--- config.mk ---
export PLATFORM = sky130hd
export DESIGN_NAME = pulse_conv_seq
export DESIGN_NICKNAME = d
export VERILOG_FILES = /design/src/rtl/pcs_pkg.sv /design/src/rtl/pcs_valid_delay.sv /design/src/rtl/pcs_sequencer.sv /design/src/rtl/pcs_droop_monitor.sv /design/src/rtl/pulse_conv_seq.sv
export SDC_FILE = /design/constraint.sdc
export NUM_CORES = 1
export LEC_CHECK = 0
export ABC_AREA = 1
export BUFFER_PORTS_ARGS = -buffer_cell sky130_fd_sc_hd__buf_2
export CORE_MARGIN = 1.5
export CORE_UTILIZATION = 39
export DETAILED_ROUTE_END_ITERATION = 8
export GPL_ROUTABILITY_DRIVEN = 0
export PLACE_DENSITY = 0.52
export SYNTH_ARGS = -nofsm -noshare
export SYNTH_HDL_FRONTEND = slang
export SYNTH_HIERARCHICAL = 1
export SYNTH_SLANG_ARGS = --single-unit
--- constraint.sdc ---
create_clock -name sys_clk -period 1.75 [get_ports sys_clk]
set_input_delay 0.2625 -clock sys_clk [delete_from_list [all_inputs] [get_ports sys_clk]]
set_output_delay 0.2625 -clock sys_clk [all_outputs]
set_load 0.01 [all_outputs]
--- src/rtl/pcs_pkg.sv ---
package pcs_pkg;

   typedef enum logic [1:0] {
      MODE_ONE_LOW  = 2'b00,
      MODE_TWO_HIGH = 2'b01,
      MODE_TWO_LOW  = 2'b10,
      MODE_ONE_ALT  = 2'b11
   } conv_mode_t;

   typedef enum logic [2:0] {
      ST_IDLE,
      ST_P1,
      ST_GAP,
      ST_P2,
      ST_WAIT
   } seq_state_t;

   function automatic logic rest_level(conv_mode_t m);
      return (m == MODE_TWO_HIGH) ? 1'b0 : 1'b1;
   endfunction

   function automatic logic two_pulse(conv_mode_t m);
      return (m == MODE_TWO_HIGH) || (m == MODE_TWO_LOW);
   endfunction

   function automatic logic droop_mode(conv_mode_t m);
      return (m == MODE_ONE_LOW) || (m == MODE_ONE_ALT);
   endfunction

endpackage

--- src/rtl/pcs_valid_delay.sv ---
module pcs_valid_delay #(
   parameter int OUT_DLY = 3
) (
   input  logic clk,
   input  logic rst_n,
   input  logic load,
   output logic due,
   output logic dv
);

   logic pend;

   generate
      if (OUT_DLY == 0) begin : g_nodly
         assign due = pend;
         always_ff @(posedge clk or negedge rst_n) begin
            if (!rst_n)     pend <= 1'b0;
            else if (load)  pend <= 1'b1;
            else if (due)   pend <= 1'b0;
         end
      end else begin : g_dly
         localparam int DW = $clog2(OUT_DLY + 1);
         logic [DW-1:0] cnt;
         assign due = pend && (cnt == '0);
         always_ff @(posedge clk or negedge rst_n) begin
            if (!rst_n) begin
               pend <= 1'b0;
               cnt  <= '0;
            end else if (load) begin
               pend <= 1'b1;
               cnt  <= DW'(OUT_DLY);
            end else if (due) begin
               pend <= 1'b0;
            end else if (pend) begin
               cnt  <= cnt - 1'b1;
            end
         end
      end
   endgenerate

   always_ff @(posedge clk or negedge rst_n) begin
      if (!rst_n) dv <= 1'b0;
      else        dv <= due;
   end

   assert_valid_single_R5: assert property (@(posedge clk) disable iff (!rst_n)
      dv |=> !dv);

endmodule

--- src/rtl/pcs_sequencer.sv ---
module pcs_sequencer
   import pcs_pkg::*;
#(
   parameter int PULSE_CYC = 4,
   parameter int GAP_CYC   = 4
) (
   input  logic       clk,
   input  logic       rst_n,
   input  logic       start,
   input  conv_mode_t mode_in,
   input  logic       due,
   output logic       xfer,
   output logic       adc_clk,
   output logic       busy,
   output logic       idle,
   output conv_mode_t mode_q
);

   localparam int PW = (PULSE_CYC > GAP_CYC) ? PULSE_CYC : GAP_CYC;
   localparam int CW = $clog2(PW + 1);

   seq_state_t    state;
   logic [CW-1:0] cnt;
   logic          clk_r;
   logic          busy_r;
   logic          last;

   assign last    = (cnt == '0);
   assign idle    = (state == ST_IDLE);
   assign adc_clk = clk_r;
   assign busy    = busy_r;

   always_comb begin
      xfer = 1'b0;
      unique case (state)
         ST_P1:   xfer = last && !two_pulse(mode_q);
         ST_GAP:  xfer = last && (mode_q == MODE_TWO_HIGH);
         ST_P2:   xfer = last && (mode_q == MODE_TWO_LOW);
         default: xfer = 1'b0;
      endcase
   end

   always_ff @(posedge clk or negedge rst_n) begin
      if (!rst_n) begin
         state  <= ST_IDLE;
         cnt    <= '0;
         clk_r  <= 1'b1;
         busy_r <= 1'b0;
         mode_q <= MODE_ONE_LOW;
      end else begin
         unique case (state)
            ST_IDLE: begin
               mode_q <= mode_in;
               if (start) begin
                  state  <= ST_P1;
                  cnt    <= CW'(PULSE_CYC - 1);
                  clk_r  <= ~rest_level(mode_in);
                  busy_r <= 1'b1;
               end else begin
                  clk_r  <= rest_level(mode_in);
               end
            end
            ST_P1: begin
               if (last) begin
                  clk_r <= rest_level(mode_q);
                  if (two_pulse(mode_q)) begin
                     state <= ST_GAP;
                     cnt   <= CW'(GAP_CYC - 1);
                  end else begin
                     state <= ST_WAIT;
                  end
               end else begin
                  cnt <= cnt - 1'b1;
               end
            end
            ST_GAP: begin
               if (last) begin
                  state <= ST_P2;
                  cnt   <= CW'(PULSE_CYC - 1);
                  clk_r <= ~rest_level(mode_q);
               end else begin
                  cnt <= cnt - 1'b1;
               end
            end
            ST_P2: begin
               if (last) begin
                  state <= ST_WAIT;
                  clk_r <= rest_level(mode_q);
               end else begin
                  cnt <= cnt - 1'b1;
               end
            end
            default: ;
         endcase
         if (due) begin
            state  <= ST_IDLE;
            busy_r <= 1'b0;
         end
      end
   end

   assert_first_edge_R2: assert property (@(posedge clk) disable iff (!rst_n)
      (idle && start) |=> (clk_r != rest_level(mode_q)));

   assert_idle_level_R8: assert property (@(posedge clk) disable iff (!rst_n)
      (idle && $past(idle)) |-> (clk_r == rest_level(mode_q)));

   assert_mode_hold_R8: assert property (@(posedge clk) disable iff (!rst_n)
      !idle |=> $stable(mode_q));

   assert_busy_hold_R6: assert property (@(posedge clk) disable iff (!rst_n)
      (!idle && !due) |=> busy_r);

   assert_start_ignored_R7: assert property (@(posedge clk) disable iff (!rst_n)
      (!idle && start && !due) |=> !idle);

endmodule

--- src/rtl/pcs_droop_monitor.sv ---
module pcs_droop_monitor #(
   parameter bit DROOP_EN  = 1'b1,
   parameter int DROOP_CYC = 1000
) (
   input  logic clk,
   input  logic rst_n,
   input  logic start_acc,
   input  logic arm,
   input  logic conv_droop,
   input  logic mode_droop,
   output logic droop_err
);

   generate
      if (!DROOP_EN) begin : g_off
         assign droop_err = 1'b0;
      end else begin : g_on
         localparam int TW = $clog2(DROOP_CYC + 1);
         logic [TW-1:0] tmr;
         logic          armed;
         logic          err_r;

         assign droop_err = err_r;

         always_ff @(posedge clk or negedge rst_n) begin
            if (!rst_n) begin
               tmr   <= '0;
               armed <= 1'b0;
               err_r <= 1'b0;
            end else if (start_acc) begin
               tmr   <= '0;
               armed <= 1'b0;
               err_r <= 1'b0;
            end else if (arm) begin
               tmr   <= '0;
               armed <= conv_droop;
            end else if (armed) begin
               if (!mode_droop) begin
                  armed <= 1'b0;
               end else if (tmr == TW'(DROOP_CYC - 1)) begin
                  armed <= 1'b0;
                  err_r <= 1'b1;
               end else begin
                  tmr <= tmr + 1'b1;
               end
            end
         end

         assert_droop_sticky_R9: assert property (@(posedge clk) disable iff (!rst_n)
            (err_r && !start_acc) |=> err_r);

         assert_droop_clear_R9: assert property (@(posedge clk) disable iff (!rst_n)
            start_acc |=> !err_r);

         assert_droop_quiet_R10: assert property (@(posedge clk) disable iff (!rst_n)
            (!armed && !err_r) |=> !err_r);
      end
   endgenerate

endmodule

--- src/rtl/pulse_conv_seq.sv ---
module pulse_conv_seq
   import pcs_pkg::*;
#(
   parameter int SYS_CLK_MHZ   = 200,
   parameter int MIN_PHASE_NS  = 20,
   parameter int PULSE_CYC     = 4,
   parameter int GAP_CYC       = 4,
   parameter int OUT_DLY       = 3,
   parameter bit DROOP_EN      = 1'b1,
   parameter int DROOP_CYC     = 1000
) (
   input  logic       sys_clk,
   input  logic       rst_n,
   input  logic       start,
   input  logic [1:0] mode,
   output logic       adc_clk,
   output logic       busy,
   output logic       data_valid,
   output logic       droop_err
);

   localparam int MIN_CYC = (MIN_PHASE_NS * SYS_CLK_MHZ + 999) / 1000;

   generate
      if (PULSE_CYC < MIN_CYC)      begin : g_bad_pulse $error("pulse width under phase floor"); end
      if (GAP_CYC < MIN_CYC)        begin : g_bad_gap   $error("gap under phase floor"); end
      if (OUT_DLY + 1 < PULSE_CYC)  begin : g_bad_dly   $error("output delay ends before second pulse"); end
      if (DROOP_EN && DROOP_CYC < 2) begin : g_bad_drp  $error("droop limit too small"); end
   endgenerate

   conv_mode_t mode_in;
   conv_mode_t mode_q;
   logic       xfer;
   logic       due;
   logic       idle;
   logic       busy_i;
   logic       dv_i;

   assign mode_in = conv_mode_t'(mode);

   pcs_sequencer #(
      .PULSE_CYC (PULSE_CYC),
      .GAP_CYC   (GAP_CYC)
   ) u_seq (
      .clk     (sys_clk),
      .rst_n   (rst_n),
      .start   (start),
      .mode_in (mode_in),
      .due     (due),
      .xfer    (xfer),
      .adc_clk (adc_clk),
      .busy    (busy_i),
      .idle    (idle),
      .mode_q  (mode_q)
   );

   pcs_valid_delay #(
      .OUT_DLY (OUT_DLY)
   ) u_dly (
      .clk   (sys_clk),
      .rst_n (rst_n),
      .load  (xfer),
      .due   (due),
      .dv    (dv_i)
   );

   pcs_droop_monitor #(
      .DROOP_EN  (DROOP_EN),
      .DROOP_CYC (DROOP_CYC)
   ) u_droop (
      .clk        (sys_clk),
      .rst_n      (rst_n),
      .start_acc  (idle && start),
      .arm        (due),
      .conv_droop (droop_mode(mode_q)),
      .mode_droop (droop_mode(mode_in)),
      .droop_err  (droop_err)
   );

   assign busy       = busy_i;
   assign data_valid = dv_i;

   assert_valid_ends_busy_R6: assert property (@(posedge sys_clk) disable iff (!rst_n)
      data_valid |-> !busy);

   assert_valid_needs_busy_R5: assert property (@(posedge sys_clk) disable iff (!rst_n)
      $rose(data_valid) |-> $fell(busy));

endmodule

==> results.cfg <==
[status]
status = finished, violations left
violations = negative hold slack

[worst_setup_path]
endpoint_kind = register
worst_path_max_delay_cell = dfrtp_1
crit_path_cell_trace = nor2_1, nand2_2, inv_1, nand2_1, inv_1, nor2_4, nand2_2, clkinv_2, nand2_1, o21ai_0
critPathLaunchType = register
required_ns = 1.91
critPathKind = reg2reg
critPathMaxStageDelay_ns = 0.43
arrival_ns = 1.64
path_buf_inv = 3
critPathTopFamily = simple AND/OR/NAND/NOR gates
cp_max_fo = 7

[synthesis]
synth_edf_count = 0
dominantRegCellSynth = dfrtp_1
syn_area_per_cell_um2 = 7.24
yosys.area.top_type = dfrtp_1
synthTopCellsByArea = dfrtp_1 40%, nand2_1 13%, inv_1 9.9%
synth_commonest_cells = 55 x nand2_1, 41 x inv_1, 25 x dfrtp_1
synth_area_um2 = 1550
synth_most_common_cell = nand2_1
yosysWarnings = 6
syn_nets = 225
ys_seq_elements = 26
synth-seq-area-share_pct = 42.1
synthCells = 214
async_reset_ff_share_pct = 100
netlist-cell-type-count = 24
synth_top_area_share_pct = 40.4

[run]
cap_viol_max_count = 0

[timing]
layout_min_cycle_time_ns = 1.48
setup_violations = 0
fin_setup_tns_ns = 0
worst_slew_pin_slew_ns = 0.598
rsz0062_at_grt = no
hold_viol = 25
report.final.slew_viol_count = 0
final.setup_skew_ns = 0.00137
relSlewSlack_pct = 60.2
fmax_mhz = 676
holdWs_ns = -0.0162
finalCritPeriodShare_pct = 84.5

[clock_network]
htreeDepth = 1
ctsHoldBuffers = 0
cts_setup_buffers = 0
clk_pin_slew_ns = 0.09
cts_tree = built
clock_latency_ns = 0.27
numCtsBuffers = 3
cts.path.max_buffers = 2
clkSinkCount = 26
cts_root_buffer = clkbuf_8

[route]
dr.first_iter.drc_count = 48
drt-pass1-iter-count = 4
drc_errors = 0
post_drt_wl_per_cell_um = 11.2
vias_per_cell = 4.69
vias = 1290
drtAntennaViolNets = 0
wirelength_um = 3080

[floorplan]
coreArea_um2 = 3740
initial_utilization_pct = 41.4
rows = 22
die_h_um = 66.0
pin_count = 9
die_x_um = 66.0
dieArea_um2 = 4360

[power]
finalPower_mw = 2.42
powerDensity_nw_per_um2 = 1410
power_leakage_nw = 0.941
vdd.ir_drop.worst_mv = 0.700

[grt]
grt_pass1_vias = 1297
overflow = 0
grt_max_degree = 27
grtUsageTotal_pct = 16.5
grt_pass1_wl_um = 5550
antenna_found_initial = 0

[final_layout]
final_core_util_pct = 45.9
fill_cells = 412
final_nets = 239
diodes = 0
layout-drive-gt1-share_pct = 15.0
seqCellArea_um2 = 652
area_growth_pct = 11.0
multi_input_area_um2 = 734

[hold_path]
hp-class = in2async

[placed_design]
hpwlAfterDp_um = 2450
io_buffers = 8
## final cells by class
| class | count | share of cell area, % |
|---|---|---|
| flip-flops and latches | 26 | 37.9 |
| well taps | 48 | 3.49 |
| clock buffers | 4 | 3.20 |
| inverters | 45 | 9.90 |
| multi-input cells | 143 | 42.7 |
| repair buffers | 9 | 2.77 |
## cells in the final DEF (no fill, tap or decap), types with 4 or more instances in the layout
cell type and n:
nand2_1 55, a21oi_1 6, nor2_2 4, clkbuf_8 4
nand2_2 7, inv_1 41, buf_2 8, dfrtp_1 25
nor2_1 18, o21ai_0 7, nor3_1 5, ha_1 6
nand3_1 15
## cell families (layout without fill, tap and decap cells)
kind of cell,Yosys count,after routing,share of synthesized area (%)
AO/OA/AOI/OAI,23,23,8.72
XOR/XNOR,4,4,2.26
adder cells (fa/ha/maj),6,6,4.85
buffers and inverters,45,58,11.0
flip-flops,26,26,42.1
AND/OR/NAND/NOR,110,110,31.1
## power breakdown
group | leakage, nW | switching (mW) | internal (mW) | total [mW]
logic | 0.578 | 0.677 | 0.399 | 1.08
clock network | 0.0288 | 0.185 | 0.201 | 0.386
registers | 0.334 | 0.166 | 0.794 | 0.960
## routing by layer
layer	vias up	track usage, %	part of all wire (%)
li1	686	-	-
met1	579	21.3	50
met2	23	27.8	45
met3	2	4.43	4.2
met4	0	3.06	0.52
met5	-	0	0
## final timing paths
kind	from	end	slack, ns	depth (start not counted)
setup / recovery	u_seq/state[1]	u_droop/g_on.tmr[8]	0.27	10
hold / removal	rst_n	u_dly/dv	-0.02	1
setup reg to reg	u_seq/state[1]	u_droop/g_on.tmr[8]	0.27	10
hold reg to reg	u_dly/g_dly.cnt[0]	u_dly/g_dly.cnt[0]	0.49	2
max in group asynchronous	rst_n	u_droop/g_on.tmr[8]	1.37	1
min in group sys_clk	start	u_seq/busy	0.27	3
## metrics by stage
step	instance area [µm²]	setup WS [ns]	cells	hold slack, ns
detailed placement	1660	0.0316	271	0.310
floorplan	1550	0.314	214	-0.0331
global route	1720	0.0248	275	0.0219
finish	1720	0.272	275	-0.0162
CTS	1710	0.0106	275	0.00716
global placement	1660	0.102	271	0.299
## registers in the layout, summed over array words and instances (netlist names)
signal and count:
u_droop/g_on.tmr 10, u_seq/cnt 3, u_seq/state 3, u_dly/g_dly.cnt 2
u_seq/mode_q 2, u_dly/dv 1, u_dly/pend 1, u_droop/droop_err 1
u_droop/g_on.armed 1, u_seq/adc_clk 1, u_seq/busy 1
## what timing repair did
action | CTS | global route
setup endpoints to repair | 0 | 10
resized for setup | 0 | 2
endpoints found under the hold margin | 0 | 0
No activity file was read; power rests on OpenSTA's default activity.
